### config.mk
export PLATFORM = sky130hd
export DESIGN_NAME = core_irq_timer
export DESIGN_NICKNAME = d
export VERILOG_FILES = /design/src/rtl/irqtmr_pkg.sv /design/src/rtl/irqtmr_prescaler.sv /design/src/rtl/irqtmr_tsc_watch.sv /design/src/rtl/core_irq_timer.sv
export SDC_FILE = /design/constraint.sdc
export NUM_CORES = 1
export LEC_CHECK = 0
export ABC_AREA = 1
export BUFFER_PORTS_ARGS = -buffer_cell sky130_fd_sc_hd__buf_4
export CORE_ASPECT_RATIO = 1.25
export CORE_MARGIN = 5
export CORE_UTILIZATION = 55
export DETAILED_ROUTE_END_ITERATION = 10
export PLACE_DENSITY = 0.86
export SYNTH_ARGS = -nofsm -noshare
export SYNTH_HDL_FRONTEND = slang
export SYNTH_SLANG_ARGS = --single-unit
export TNS_END_PERCENT = 50
### constraint.sdc
create_clock -name clk -period 3.43 [get_ports clk]
set_input_delay 0.1715 -clock clk [delete_from_list [all_inputs] [get_ports clk]]
set_output_delay 0.1715 -clock clk [all_outputs]
set_load 0.03 [all_outputs]
### src/rtl/irqtmr_pkg.sv
package irqtmr_pkg;

    localparam int REG_W = 32;
    localparam int VEC_W = 8;
    localparam int DIVC_W = 3;

    // register select codes
    localparam logic [1:0] A_ENTRY = 2'd0;
    localparam logic [1:0] A_INIT  = 2'd1;
    localparam logic [1:0] A_CUR   = 2'd2;
    localparam logic [1:0] A_DIV   = 2'd3;

    // entry field positions
    localparam int B_MASK     = 16;
    localparam int B_PERIODIC = 17;
    localparam int B_DLINE    = 18;

    localparam logic [REG_W-1:0] ENTRY_WMASK = 32'h0007_10FF;
    localparam logic [REG_W-1:0] ENTRY_RST   = 32'h0001_0000;
    localparam logic [REG_W-1:0] DIV_WMASK   = 32'h0000_000B;
    localparam logic [REG_W-1:0] DIV_RST     = 32'h0000_000B;

    function automatic logic [DIVC_W-1:0] div_code(input logic [REG_W-1:0] v);
        return {v[3], v[1:0]};
    endfunction

endpackage

### src/rtl/irqtmr_prescaler.sv
module irqtmr_prescaler #(
    parameter int PRESC_W = 7,
    parameter int CODE_W  = 3
) (
    input  logic              clk,
    input  logic              rst_n,
    input  logic              en,
    input  logic              clr,
    input  logic              tick,
    input  logic [CODE_W-1:0] code,
    output logic              step
);
    localparam logic [CODE_W-1:0] CODE_BYPASS = '1;

    logic [PRESC_W-1:0] cnt_d, cnt_q;
    logic [PRESC_W-1:0] lim;

    always_comb begin
        if (code == CODE_BYPASS) lim = '0;
        else                     lim = PRESC_W'((32'd2 << code) - 32'd1);
        step  = en && tick && !clr && (cnt_q >= lim);
        cnt_d = cnt_q;
        if (clr)              cnt_d = '0;
        else if (en && tick)  cnt_d = step ? '0 : cnt_q + 1'b1;
    end

    always_ff @(posedge clk) begin
        if (!rst_n) cnt_q <= '0;
        else        cnt_q <= cnt_d;
    end

    // without a timestamp tick the divider does not move
    p_hold_no_tick_r13: assert property (@(posedge clk) disable iff (!rst_n)
        (!tick && !clr) |=> cnt_q == $past(cnt_q));

endmodule

### src/rtl/irqtmr_tsc_watch.sv
module irqtmr_tsc_watch #(
    parameter int TS_W = 64
) (
    input  logic            clk,
    input  logic            rst_n,
    input  logic [TS_W-1:0] tsc,
    input  logic [TS_W-1:0] target,
    output logic            tick,
    output logic            due
);
    logic [TS_W-1:0] prev_d, prev_q;

    always_comb begin
        prev_d = tsc;
        tick   = (tsc != prev_q);
        due    = (tsc >= target);
    end

    always_ff @(posedge clk) begin
        if (!rst_n) prev_q <= '0;
        else        prev_q <= prev_d;
    end

    // a moved timestamp is always seen as a tick
    p_change_is_tick_r13: assert property (@(posedge clk) disable iff (!rst_n)
        ($past(rst_n) && tsc != $past(tsc)) |-> tick);

endmodule

### src/rtl/core_irq_timer.sv
module core_irq_timer
    import irqtmr_pkg::*;
#(
    parameter bit DEADLINE_EN = 1'b1,
    parameter int TS_W        = 64,
    parameter int PRESC_W     = 7
) (
    input  logic             clk,
    input  logic             rst_n,
    input  logic             sw_enable,
    input  logic [TS_W-1:0]  tsc,
    input  logic             reg_wr,
    input  logic [1:0]       reg_addr,
    input  logic [REG_W-1:0] reg_wdata,
    output logic [REG_W-1:0] reg_rdata,
    input  logic             dl_wr,
    input  logic [TS_W-1:0]  dl_wdata,
    output logic [TS_W-1:0]  dl_rdata,
    output logic             irq_pulse,
    output logic [VEC_W-1:0] irq_vector
);
    typedef struct packed {
        logic [REG_W-1:0] entry;
        logic [REG_W-1:0] init;
        logic [REG_W-1:0] cur;
        logic [REG_W-1:0] divcfg;
        logic [TS_W-1:0]  dline;
        logic             active;
        logic             irq;
        logic [VEC_W-1:0] vec;
    } state_t;

    state_t st_d, st_q;

    logic             tick, due, step;
    logic             presc_clr, presc_en, dl_mode, expire;
    logic [REG_W-1:0] ent_new;

    assign dl_mode   = st_q.entry[B_DLINE];
    assign presc_clr = reg_wr && (reg_addr == A_INIT) && !dl_mode;
    assign presc_en  = st_q.active && !dl_mode;

    irqtmr_tsc_watch #(.TS_W(TS_W)) i_watch (
        .clk    (clk),
        .rst_n  (rst_n),
        .tsc    (tsc),
        .target (st_q.dline),
        .tick   (tick),
        .due    (due)
    );

    irqtmr_prescaler #(.PRESC_W(PRESC_W), .CODE_W(DIVC_W)) i_presc (
        .clk   (clk),
        .rst_n (rst_n),
        .en    (presc_en),
        .clr   (presc_clr),
        .tick  (tick),
        .code  (div_code(st_q.divcfg)),
        .step  (step)
    );

    always_comb begin
        st_d    = st_q;
        expire  = 1'b0;
        ent_new = '0;

        // running timer
        if (st_q.active) begin
            if (dl_mode) begin
                expire = tick && due;
            end else if (step) begin
                if (st_q.cur <= REG_W'(1)) expire = 1'b1;
                else                       st_d.cur = st_q.cur - 1'b1;
            end
        end

        if (expire) begin
            st_d.vec = st_q.entry[VEC_W-1:0];
            if (!dl_mode && st_q.entry[B_PERIODIC]) begin
                st_d.cur = st_q.init;
            end else begin
                st_d.active = 1'b0;
                if (!dl_mode) st_d.cur = '0;
            end
        end
        st_d.irq = expire && !st_q.entry[B_MASK];

        // software writes take priority over the running update
        if (reg_wr) begin
            case (reg_addr)
                A_ENTRY: begin
                    ent_new = reg_wdata & ENTRY_WMASK;
                    if (!DEADLINE_EN) ent_new[B_DLINE] = 1'b0;
                    if (!sw_enable)   ent_new[B_MASK]  = 1'b1;
                    if (ent_new[B_DLINE] != st_q.entry[B_DLINE]) st_d.active = 1'b0;
                    st_d.entry = ent_new;
                end
                A_INIT: begin
                    if (!dl_mode) begin
                        st_d.init   = reg_wdata;
                        st_d.cur    = reg_wdata;
                        st_d.active = |reg_wdata;
                    end
                end
                A_DIV:   st_d.divcfg = reg_wdata & DIV_WMASK;
                default: ;
            endcase
        end

        if (dl_wr && dl_mode) begin
            st_d.dline  = dl_wdata;
            st_d.active = |dl_wdata;
        end
    end

    always_ff @(posedge clk) begin
        if (!rst_n) begin
            st_q        <= '0;
            st_q.entry  <= ENTRY_RST;
            st_q.divcfg <= DIV_RST;
        end else begin
            st_q <= st_d;
        end
    end

    always_comb begin
        case (reg_addr)
            A_ENTRY: reg_rdata = st_q.entry;
            A_INIT:  reg_rdata = st_q.init;
            A_CUR:   reg_rdata = dl_mode ? '0 : st_q.cur;
            default: reg_rdata = st_q.divcfg;
        endcase
        dl_rdata   = dl_mode ? st_q.dline : '0;
        irq_pulse  = st_q.irq;
        irq_vector = st_q.vec;
    end

    // one-shot countdown expiry ends at zero and inactive
    p_oneshot_stop_r6: assert property (@(posedge clk) disable iff (!rst_n)
        (expire && !dl_mode && !st_q.entry[B_PERIODIC] && !reg_wr && !dl_wr)
        |=> (!st_q.active && st_q.cur == '0));

    // periodic expiry reloads and stays running
    p_periodic_reload_r7: assert property (@(posedge clk) disable iff (!rst_n)
        (expire && !dl_mode && st_q.entry[B_PERIODIC] && !reg_wr)
        |=> (st_q.active && st_q.cur == $past(st_q.init)));

    // masked expiry gives no pulse
    p_masked_silent_r8: assert property (@(posedge clk) disable iff (!rst_n)
        (expire && st_q.entry[B_MASK]) |=> !irq_pulse);

    // flipping deadline-mode disarms
    p_mode_flip_disarm_r4: assert property (@(posedge clk) disable iff (!rst_n)
        (reg_wr && reg_addr == A_ENTRY && !dl_wr &&
         ((reg_wdata[B_DLINE] && DEADLINE_EN) != st_q.entry[B_DLINE]))
        |=> !st_q.active);

    // initial count is frozen in deadline mode
    p_init_frozen_r9: assert property (@(posedge clk) disable iff (!rst_n)
        (reg_wr && reg_addr == A_INIT && dl_mode) |=> st_q.init == $past(st_q.init));

    // deadline write outside deadline mode is dropped
    p_dl_dropped_r10: assert property (@(posedge clk) disable iff (!rst_n)
        (dl_wr && !dl_mode) |=> st_q.dline == $past(st_q.dline));

endmodule

; ---- After elaboration in Yosys (flattened, before gate mapping)
; Index checks and enable logic that the tools add are counted.
[classes]
addsub = 3
n_lt_le_gt_ge = 3
eq_ne = 6
shifts = 1
mux = 28
bitwise_logic = 2
reduce_logical = 20
[ops]
columns = op, count
row1 = 2-to-1 mux 32 bit, 10
row2 = 2-to-1 mux 64 bit, 2
row3 = case mux 32 bit (3 select lines), 1
row4 = >= comparator 64 bit, 1
row5 = != test 64 bit, 1
row6 = OR reduction 64 bit, 1
row7 = less-or-equal comparator 32 x 1 -> 1 bit (second input constant), 1
row8 = OR reduction 32 bit, 1
row9 = subtractor 32 x 1 -> 32 bit (second input constant), 1
row10 = 2-to-1 mux 7 bit, 2
row11 = 2-to-1 mux 1 bit, 11
row12 = logical AND 1 bit, 10
row13 = adder 7 x 1 -> 7 bit (second input constant), 1
row14 = >= comparator 7 bit, 1
row15 = << shifter 2 x 3 -> 7 bit (first input constant), 1
row16 = subtractor 7 x 1 -> 7 bit (second input constant), 1
row17 = equality test 2 bit (second input constant), 2
row18 = 2-to-1 mux 4 bit, 1
row19 = AND reduction 2 bit, 2
row20 = equality test 3 bit (second input constant), 1
row21 = zero test 1 bit, 3
row22 = AND reduction 3 bit, 1
row23 = equality test 2 x 1 -> 1 bit (second input constant), 1
row24 = zero test 2 bit, 1
row25 = other kinds (4), 5
[totals]
regBits = 224
elab_cells = 73

; ---- Logic depth before layout (Yosys ltp)
; Gate-level depths: netlist of run 1.
[depth]
word_depth = 15
ltp_mapped = 23

; ---- By module
; From an unflattened synthesis of run 1, not the netlist that was laid out.
[hier_totals]
cells_unflattened = 1869
hier_area_um2 = 12853.6
[by_module_without_submodules]
columns = module, instances, cells_per_inst, area_per_inst_um2
row1 = core_irq_timer, 1, 1198, 7973.9
row2 = irqtmr_tsc_watch, 1, 580, 4280.4
row3 = irqtmr_prescaler, 1, 91, 599.3

; ---- Worst setup path before layout of run 1
; No wires, ideal clock.
[synth_path]
path_kind = register to register
start = register st_q[75] (netlist bit)
end = register st_q[112] (netlist bit)
setup_ns = 0.056
t_arrival_ns = 2.123
t_required_ns = 3.374
slack_ns = 1.252
path_stages_with_launch = 19
n_path_buf = 1
period_less_slack_ns = 2.178
cell_sequence = dfxtp_1 nand2_1 nand2_1 inv_1 a21oi_1 ha_1 a21oi_1 o21ai_0 nand4_1 nand3_1 nand2_2 inv_2 nand4_2 nand2_4 inv_2 buf_2 nand2_1 a21o_1 inv_1
[synth_via]
elab_chain_len = 14
elab_cells_between_ends = 18
classes_between = 1 x add/sub / 1 x order compare / 1 x eq/ne / 1 x shift / 13 x mux / 1 x reduce/logical
[synth_lines]
columns = item, line_no
row1 = from (decl), core_irq_timer.sv:33  ; state_t st_d, st_q;
row2 = from (signal assigned), core_irq_timer.sv:122  ; st_q <= st_d;
row3 = << shifter 2 x 3 -> 7 bit, irqtmr_prescaler.sv:20  ; else lim = PRESC_W'((32'd2 << code) - 32'd1);
row4 = subtractor 7 x 1 -> 7 bit, irqtmr_prescaler.sv:20
row5 = 2-to-1 mux 7 bit *, irqtmr_prescaler.sv:19  ; if (code == CODE_BYPASS) lim = '0;
row6 = >= comparator 7 bit *, irqtmr_prescaler.sv:21  ; step = en && tick && !clr && (cnt_q >= lim);
row7 = logical AND 1 bit *, irqtmr_prescaler.sv:21
row8 = 2-to-1 mux 32 bit, core_irq_timer.sv:71  ; end else if (step) begin
row9 = 2-to-1 mux 32 bit, core_irq_timer.sv:69  ; if (dl_mode) begin
row10 = 2-to-1 mux 32 bit, core_irq_timer.sv:68  ; if (st_q.active) begin
row11 = 2-to-1 mux 32 bit, core_irq_timer.sv:83  ; if (!dl_mode) st_d.cur = '0;
row12 = 2-to-1 mux 32 bit, core_irq_timer.sv:79  ; if (!dl_mode && st_q.entry[B_PERIODIC]) begin
row13 = 2-to-1 mux 32 bit *, core_irq_timer.sv:77  ; if (expire) begin
row14 = 2-to-1 mux 32 bit, core_irq_timer.sv:99  ; if (!dl_mode) begin
row15 = 2-to-1 mux 32 bit, core_irq_timer.sv:90  ; case (reg_addr)
row16 = 2-to-1 mux 64 bit *, core_irq_timer.sv:89  ; if (reg_wr) begin
; Every way passes the cells marked *; elsewhere a longest branch is shown, timed or not.
; A chain may end at the register's enable or synchronous reset.

; ---- Worst setup path after layout of run 1
[layout_path]
start = register st_q, in the netlist dl_mode
end = output reg_rdata[3]
[layout_via]
elab_chain_len = 2
[layout_lines]
columns = item, line_no
row1 = 2-to-1 mux 32 bit, core_irq_timer.sv:130  ; A_CUR: reg_rdata = dl_mode ? '0 : st_q.cur;
row2 = case mux 32 bit (3 select lines), core_irq_timer.sv:127  ; case (reg_addr)
row3 = to (decl), core_irq_timer.sv:15  ; output logic [REG_W-1:0] reg_rdata,
; No other way between the ends.

==> reports/metrics.yaml, run 1 <==
ioPinCount: 272
cts-root-buf: "clkbuf_16"
worstSetupStartpoint: "dl_mode"
numCtsBuffers: 24
cpPeakStageDelay_ns: 0.95
grt_pass1_wl_mm: 79.84
multiInputGateArea_mm2: 0.007298
clk_latency_ns: 0.52
die-area_mm2: 0.02807
first_pass_iters: 6
rsz0062_at_grt: "no"
fmax_ghz: 0.3163
crit_path_start_kind: "flop"
final-max-slew-violation-count: 0
track_usage_pct: 35.60
synthesis.nets: 2297
critPathKind: "reg2out"
syn_inst: 2056
path_max_fanout: 30
start_util_pct: 55.66
wl_per_cell_um: 18.28
syn_to_final_growth_pct: 31.75
status: "finished, final reports clean"
synth_top_area_cell: "dfxtp_1"
synth_area_mm2: 0.01364
ys_ff_latch: 224
finClkSkew_ns: 0.01267
rows: 64
fin_nets: 2657
die_x_um: 150.9
clk_path_buf_depth: 3
yosysTopAreaCellShare_pct: 32.88
tritoncts: "yes"
synth.yosys.warnings: 0
clk_pin_slew_worst_paths_ns: 0.06
layout_min_cycle_time_ns: 3.162
crit_chain: "nor2_1, inv_1, o22ai_1, a21oi_1, nand2_1, buf_4"
reg2reg_from: "st_q[55]"
crit_required_ns: 3.26
ys_async_sr_fraction_pct: 0
ir_worst_vdd_v: 0.0004157
num_vias: 15462
cp-end-kind: "output port"
synth_area_leaders: "dfxtp_1 33%, nand2_1 12%, inv_1 10%"
dieHeight_um: 186.1
relSlewSlack_pct: 14.64
floorplan.core_area_mm2: 0.02450
drcViolationCount: 0
cts_setup_buffers: 0
ys_seq_area_share_pct: 32.88
nFillCells: 1792
min-delay-start: "dl_wdata[4]"
reg2regPathDepth: 14
hp-class: "in2reg"
dp.final_hpwl_mm: 32.17
setup_viol: 0
hold_violations: 0
h-tree-depth: 1
drt-vias-per-instance: 5.592
first_global_vias: 15982
grt_max_degree: 130
timing.setup.tns_ns: 0
regArea_mm2: 0.004486
synth_area_per_cell_um2: 6.634
drtAntennaViolNets: 0
cap_violations: 0
grt-ovfl-total: 0
worst-endpoint-arrival_ns: 2.99
routed_wl_mm: 50.55
drive_gt1_share_pct: 14.23
antenna_found_initial: 4
io_buffers: 271
hold_path_depth: 3
ys_types: 42
synth_top_flop_cell: "dfxtp_1"
worst_pin_slew_ns: 1.279
cts.sinks: 224
synth_edf_count: 0
slowest_stage: "inv_1"
power.density_mw_per_mm2: 394.8
utilization_pct: 73.34
p_leak_nw: 9.123
drtIter0Drc: 1011
gp_congestion: 0.9898
finalCritPeriodShare_pct: 92.18
[worst max-delay path: cells and delay by family (launching register included)]
| family | cells | cell delay [ns] |
|---|---|---|
| buffers and inverters | 2 | 1.12 |
| DFF | 1 | 0.71 |
| AOI/OAI and AO/OA | 2 | 0.41 |
| and+or+nand+nor | 2 | 0.23 |
[cell type report]
cell class                 count  share of cell area, %
multi-input combinational   1353                  40.61
sequential                   224                  24.96
timing repair buffer         426                  19.82
inverter                     387                  8.084
clock buffer                  34                  3.948
tap                          330                  2.298
clock inverter                 7                 0.2228
antenna                        4                0.05570
[through the flow]
stage                     power, mW  area, um^2  cells  setup WS, ns  hold WS (ns)
final                         7.095       17970   2765        0.2682      0.002457
after CTS                     7.027       17960   2761        0.3130     0.0002942
after global routing          7.396       17970   2764        0.1186       0.02412
after detailed placement      4.406       15810   2580        0.4171        0.3837
after global placement        4.362       15810   2580        0.5044        0.3784
after floorplan               3.862       13640   2056         1.252        0.2650
[final timing paths]
kind,end,slack (ns)
max,reg_rdata[3],0.27
min,st_q[14],0.002
max reg2reg,st_q[109],0.42
min reg2reg,st_q[16],0.48
[flip-flops by register name, summed over array words and instances (netlist names)]
signal and count:
st_q 143, i_watch.prev_q 64, irq_vector 8, i_presc.cnt_q 7, dl_mode 1, irq_pulse 1
[metal layers]
layer / global-route usage, % / share of wire (%) / vias to the layer above
li1: - / - / 7200
met3: 8.329 / 8.3 / 331
met5: 0 / 0 / -
met2: 63.43 / 49 / 846
met1: 36.20 / 35 / 7085
met4: 25.58 / 7.9 / 0
[layout by cell type (no fill, tap or decap), drive strengths merged, types with 19 or more instances in the layout]
master	netlist	routed
dlygate4sd3	0	140
o21ai	160	160
xnor2	49	49
a21o	25	25
buf	33	286
xor2	64	64
nor4	28	28
a21oi	174	174
nand3	36	36
nand4	19	19
nand2	434	434
clkbuf	59	34
dfxtp	224	224
ha	74	74
o22ai	55	55
nor2	200	200
inv	384	384
[where the power goes]
group | switching, mW | total (mW) | internal, mW
sequential | 0.102 | 2.84 | 2.73
clock | 1.10 | 2.53 | 1.43
combinational | 1.03 | 1.73 | 0.696
total | 2.23 | 7.09 | 4.86
[synth_stat cells, types with 3 or more instances]
cell / instances
nand2_1: 431
inv_1: 378
dfxtp_1: 224
nor2_1: 194
a21oi_1: 174
o21ai_0: 151
ha_1: 74
xor2_1: 64
clkbuf_1: 59
o22ai_1: 55
xnor2_1: 49
nand3_1: 35
nor4_1: 28
a21o_1: 25
nand4_1: 17
buf_2: 14
buf_4: 9
o21ai_1: 9
buf_1: 8
nor3_1: 8
o221ai_1: 8
inv_2: 6
nor2_2: 5
o211ai_1: 4
clkinv_1: 3
o21a_1: 3
[kinds of logic after synthesis]
family                   synth area share (%)
AND/OR/NAND/NOR                         22.16
buffers and inverters                   13.67
AO/OA/AOI/OAI                           17.25
flip-flops                              32.88
XOR/XNOR                                7.256
adder cells (fa/ha/maj)                 6.788
[timing repair]
item | in CTS | in global routing
hold buffers | 140 | 0
resized for setup | 0 | 0
hold endpoints to repair | 143 | 0
No activity file was read; power rests on OpenSTA's default activity.
==> run 2: changes to the inputs <==
--- a/config.mk
+++ b/config.mk
@@ -11,6 +11,7 @@
 export CORE_MARGIN = 5
 export CORE_UTILIZATION = 55
 export DETAILED_ROUTE_END_ITERATION = 10
+export HOLD_SLACK_MARGIN = 0.06
 export PLACE_DENSITY = 0.86
 export SYNTH_ARGS = -nofsm -noshare
 export SYNTH_HDL_FRONTEND = slang
==> reports/metrics.yaml, run 2 (synthesis results as in run 1) <==
first_pass_iters: 8  # was 6
antenna_found_initial: 7  # was 4
hp-class: "in2reg"  # unchanged
grt_max_degree: 130  # unchanged
first_global_vias: 16231  # was 15,982
clk_latency_ns: 0.52  # about the same
clk_path_buf_depth: 3  # unchanged
die_x_um: 150.9  # unchanged
power_mw: 7.124  # was 7.095 mW
finalCritPeriodShare_pct: 91.73  # was 92.18%
start_util_pct: 55.66  # unchanged
fin_nets: 2679  # was 2,657
regMostFlops: "st_q"  # unchanged
cp-end-kind: "output port"  # unchanged
layout_commonest_cell: "nand2_1"  # unchanged
cts-root-buf: "clkbuf_16"  # unchanged
finClkSkew_ns: 0.01462  # was 0.01267 ns
path_max_fanout: 30  # unchanged
rows: 64  # unchanged
final_cell_mix: "430 x nand2_1, 378 x inv_1, 285 x buf_4"  # unchanged
cts.sinks: 224  # unchanged
crit_path_start_kind: "flop"  # unchanged
numCtsBuffers: 24  # unchanged
clk_pin_slew_worst_paths_ns: 0.06  # about the same
dieHeight_um: 186.1  # unchanged
regArea_mm2: 0.004486  # unchanged
status: "finished, final reports clean"  # unchanged
syn_to_final_growth_pct: 33.45  # was 31.75%
worst_pin_slew_ns: 1.248  # was 1.279 ns
setup_viol: 0  # unchanged
largest_reg_flops: 143  # unchanged
layout_setup_ws_ns: 0.2837  # was 0.2682 ns
io_buffers: 271  # unchanged
dp_cells: 2580  # unchanged
num_vias: 15717  # was 15,462
relSlewSlack_pct: 16.71  # was 14.64%
drtIter0Drc: 1105  # was 1,011
multiInputGateArea_mm2: 0.007305  # was 0.007298 mm^2
nFillCells: 1731  # was 1,792
critPathKind: "reg2out"  # unchanged
cpPeakStageDelay_ns: 0.92  # was 0.95 ns
p_leak_nw: 9.214  # was 9.123 nW
dp_worst_setup_slack_ns: 0.4171  # unchanged
gp_congestion: 0.9898  # unchanged
fmax_ghz: 0.3178  # was 0.3163 GHz
cap_violations: 0  # unchanged
crit_chain: "nor2_1, inv_1, o22ai_1, a21oi_1, nand2_1, buf_4"  # unchanged
dp.final_hpwl_mm: 32.17  # unchanged
routed_wl_mm: 53.09  # was 50.55 mm
fin_cells: 2789  # was 2,765
cts_setup_buffers: 0  # unchanged
slowest_stage: "inv_1"  # unchanged
floorplan.core_area_mm2: 0.02450  # unchanged
track_usage_pct: 37.33  # was 35.60%
timing.setup.tns_ns: 0  # unchanged
ir_worst_vdd_v: 0.0004154  # was 0.0004157 V
die-area_mm2: 0.02807  # unchanged
crit_required_ns: 3.26  # about the same
wl_per_cell_um: 19.03  # was 18.28 um
worst-endpoint-arrival_ns: 2.97  # was 2.99 ns
h-tree-depth: 1  # unchanged
drcViolationCount: 0  # unchanged
utilization_pct: 74.28  # was 73.34%
grt_pass1_wl_mm: 82.79  # was 79.84 mm
drt-vias-per-instance: 5.635  # was 5.592
final-max-slew-violation-count: 0  # unchanged
drtAntennaViolNets: 0  # unchanged
hold_violations: 0  # unchanged
tritoncts: "yes"  # unchanged
layout_min_cycle_time_ns: 3.146  # was 3.162 ns
grt-ovfl-total: 0  # unchanged
power.density_mw_per_mm2: 391.4  # was 394.8 mW/mm^2
drive_gt1_share_pct: 14.15  # was 14.23%
rsz0062_at_grt: "no"  # unchanged
ioPinCount: 272  # unchanged
-- run 2: layout make-up --
class                   instances  area share (%)
repair buffers                448           20.77
multi-input cells            1353           40.13
clock buffers                  34           3.898
clock inverters                 7          0.2200
diodes                          6         0.08249
inverters                     387           7.981
well taps                     330           2.269
flip-flops and latches        224           24.64
-- run 2: what timing repair did --
item / CTS / global route
resized for setup: 0 / 0
hold buffers: 162 / 0
endpoints found under the hold margin: 184 / 0
-- run 2: path summary, 6_finish.rpt --
| path | from | end | slack, ns | cells after the start |
|---|---|---|---|---|
| max | dl_mode | reg_rdata[3] | 0.28 | 6 |
| min | reg_addr[1] | st_q[77] | 0.09 | 4 |
| max reg2reg | st_q[23] | st_q[116] | 0.28 | 18 |
| min reg2reg | st_q[164] | st_q[164] | 0.48 | 2 |
-- run 2: worst max-delay path: cells and delay by family, from the launching register on --
kind / cells / cell delay, ns
simple gates: 2 / 0.22
buf+inv: 2 / 1.09
compound gates: 2 / 0.41
flops: 1 / 0.71
-- run 2: through the flow --
stage               area, um^2  hold slack [ns]
floorplan                13640           0.2650
global placement         15810           0.3784
detailed placement       15810           0.3837
CTS                      18180          0.06606
global route             18200           0.1137
finish                   18200          0.08662
-- run 2: per-layer routing --
layer | wire, um | track usage [%] | vias to the layer above | share of wire (%)
li1 | - | - | 7252 | -
met1 | 17690 | 36.58 | 7174 | 33
met2 | 25910 | 65.28 | 920 | 49
met3 | 4995 | 12.03 | 369 | 9.4
met4 | 4480 | 27.65 | 2 | 8.4
met5 | 7 | 0 | - | 0.013
-- run 2: power breakdown --
group | total (mW) | internal [mW] | switching (mW) | leakage [nW]
sequential | 2.84 | 2.73 | 0.102 | 1.84
combinational | 1.77 | 0.713 | 1.06 | 7.01
clock | 2.52 | 1.43 | 1.09 | 0.369
total | 7.12 | 4.88 | 2.25 | 9.21
==> run 3: changes to the inputs <==
--- a/config.mk
+++ b/config.mk
@@ -10,9 +10,10 @@
 export CORE_ASPECT_RATIO = 1.25
 export CORE_MARGIN = 5
 export CORE_UTILIZATION = 55
+export CTS_BUF_LIST = sky130_fd_sc_hd__clkbuf_4
 export DETAILED_ROUTE_END_ITERATION = 10
 export HOLD_SLACK_MARGIN = 0.06
-export PLACE_DENSITY = 0.86
+export PLACE_DENSITY = 0.88
 export SYNTH_ARGS = -nofsm -noshare
 export SYNTH_HDL_FRONTEND = slang
 export SYNTH_SLANG_ARGS = --single-unit
==> reports/metrics.yaml, run 3 (synthesis results as in run 1) <==
grt-ovfl-total: 0  # unchanged
wl_per_cell_um: 19.49  # was 19.03 um
cap_violations: 0  # unchanged
layout_setup_ws_ns: 0.2329  # was 0.2837 ns
crit_path_start_kind: "flop"  # unchanged
fin_nets: 2743  # was 2,679
cts-root-buf: "clkbuf_4"  # was clkbuf_16
hold_violations: 0  # unchanged
dp.final_hpwl_mm: 31.44  # was 32.17 mm
power_mw: 7.216  # was 7.124 mW
clk_path_buf_depth: 3  # unchanged
antenna_found_initial: 5  # was 7
floorplan.core_area_mm2: 0.02450  # unchanged
io_buffers: 271  # unchanged
drtAntennaViolNets: 0  # unchanged
slowest_stage: "inv_1"  # unchanged
layout_min_cycle_time_ns: 3.197  # was 3.146 ns
path_max_fanout: 30  # unchanged
die_x_um: 150.9  # unchanged
dp_worst_setup_slack_ns: 0.2537  # was 0.4171 ns
timing.setup.tns_ns: 0  # unchanged
grt_max_degree: 130  # unchanged
cts.sinks: 224  # unchanged
hold_path_depth: 4  # unchanged
min-delay-start: "tsc[25]"  # was reg_addr[1]
syn_to_final_growth_pct: 35.90  # was 33.45%
cpPeakStageDelay_ns: 0.84  # was 0.92 ns
clk_latency_ns: 0.74  # was 0.52 ns
reg2reg_from: "st_q[35]"  # was st_q[23]
final-max-slew-violation-count: 0  # unchanged
finClkSkew_ns: 0.06640  # was 0.01462 ns
reg2regPathDepth: 18  # unchanged
gp_congestion: 1.020  # was 0.9898
numCtsBuffers: 58  # was 24
die-area_mm2: 0.02807  # unchanged
start_util_pct: 55.66  # unchanged
drt-vias-per-instance: 5.763  # was 5.635
worst-endpoint-arrival_ns: 3.03  # was 2.97 ns
status: "finished, final reports clean"  # unchanged
cts_setup_buffers: 0  # unchanged
ir_worst_vdd_v: 0.0002806  # was 0.0004154 V
fmax_ghz: 0.3128  # was 0.3178 GHz
track_usage_pct: 38.65  # was 37.33%
cp-end-kind: "output port"  # unchanged
p_leak_nw: 9.393  # was 9.214 nW
rows: 64  # unchanged
crit_chain: "nor2_1, inv_1, o22ai_1, a21oi_1, nand2_1, buf_4"  # unchanged
holdWs_ns: 0.2162  # was 0.08662 ns
first_global_vias: 17089  # was 16,231
largest_reg_flops: 143  # unchanged
fin_cells: 2879  # was 2,789
drtIter0Drc: 1560  # was 1,105
hp-class: "in2reg"  # unchanged
power.density_mw_per_mm2: 389.3  # was 391.4 mW/mm^2
regMostFlops: "st_q"  # unchanged
crit_required_ns: 3.26  # about the same
worst_pin_slew_ns: 1.234  # was 1.248 ns
dp_cells: 2578  # was 2,580
drcViolationCount: 0  # unchanged
dieHeight_um: 186.1  # unchanged
rsz0062_at_grt: "no"  # unchanged
setup_viol: 0  # unchanged
grt_pass1_wl_mm: 86.39  # was 82.79 mm
num_vias: 16592  # was 15,717
routed_wl_mm: 56.11  # was 53.09 mm
relSlewSlack_pct: 16.95  # was 16.71%
finalCritPeriodShare_pct: 93.21  # was 91.73%
ioPinCount: 272  # unchanged
final_cell_mix: "430 x nand2_1, 378 x inv_1, 282 x buf_4"  # was 430 x nand2_1, 378 x inv_1, 285 x buf_4
layout_commonest_cell: "nand2_1"  # unchanged
worstSetupStartpoint: "dl_mode"  # unchanged
tritoncts: "yes"  # unchanged
critPathKind: "reg2out"  # unchanged
nFillCells: 1609  # was 1,731
drive_gt1_share_pct: 15.73  # was 14.15%
first_pass_iters: 7  # was 8
h-tree-depth: 2  # was 1
clk_pin_slew_worst_paths_ns: 0.12  # was 0.06 ns
-- run 3: worst max-delay path, delay by kind of cell, from the launching register on --
family | cells | cell delay [ns]
buf+inv | 2 | 1.02
flops | 1 | 0.69
compound gates | 2 | 0.38
simple gates | 2 | 0.23
-- run 3: cell type report --
cell class	count	area [um^2]	area share [%]
multi-input combinational	1353	7305	39.41
clock inverter	13	103.9	0.5602
timing repair buffer	478	4099	22.11
inverter	387	1455	7.850
sequential	224	4486	24.20
clock buffer	88	660.6	3.564
tap	330	412.9	2.227
antenna	6	15.01	0.08100
-- run 3: layer usage --
layer	global-route usage (%)	part of all wire [%]	up-vias
li1	-	-	7410
met1	37.95	33	7466
met2	65.52	47	1232
met3	12.27	10	480
met4	32.91	9.6	4
met5	0	0.059	-
-- run 3: power breakdown --
part	leakage, nW	internal, mW	total (mW)	switching, mW
registers	1.84	2.73	2.84	0.108
clock network	0.455	1.31	2.54	1.23
logic	7.10	0.741	1.84	1.10
total	9.39	4.78	7.22	2.44
-- run 3: worst paths after layout --
| kind | to | slack, ns |
|---|---|---|
| worst max-delay path | reg_rdata[1] | 0.23 |
| worst min-delay path | i_watch.prev_q[25] | 0.22 |
| worst max register to register | st_q[124] | 0.30 |
| worst min register to register | irq_pulse | 0.46 |
-- run 3: stage by stage --
stage	util, %	area [um^2]
after global placement	64.51	15810
after detailed placement	64.51	15810
after CTS	75.55	18510
final	75.65	18540
after global routing	75.63	18530
after floorplan	-	13640
-- run 3: what timing repair did --
action | in CTS | in global routing
endpoints found under the setup margin | 0 | 34
hold endpoints to repair | 209 | 0
hold buffers | 194 | 0
resized for setup | 0 | 3
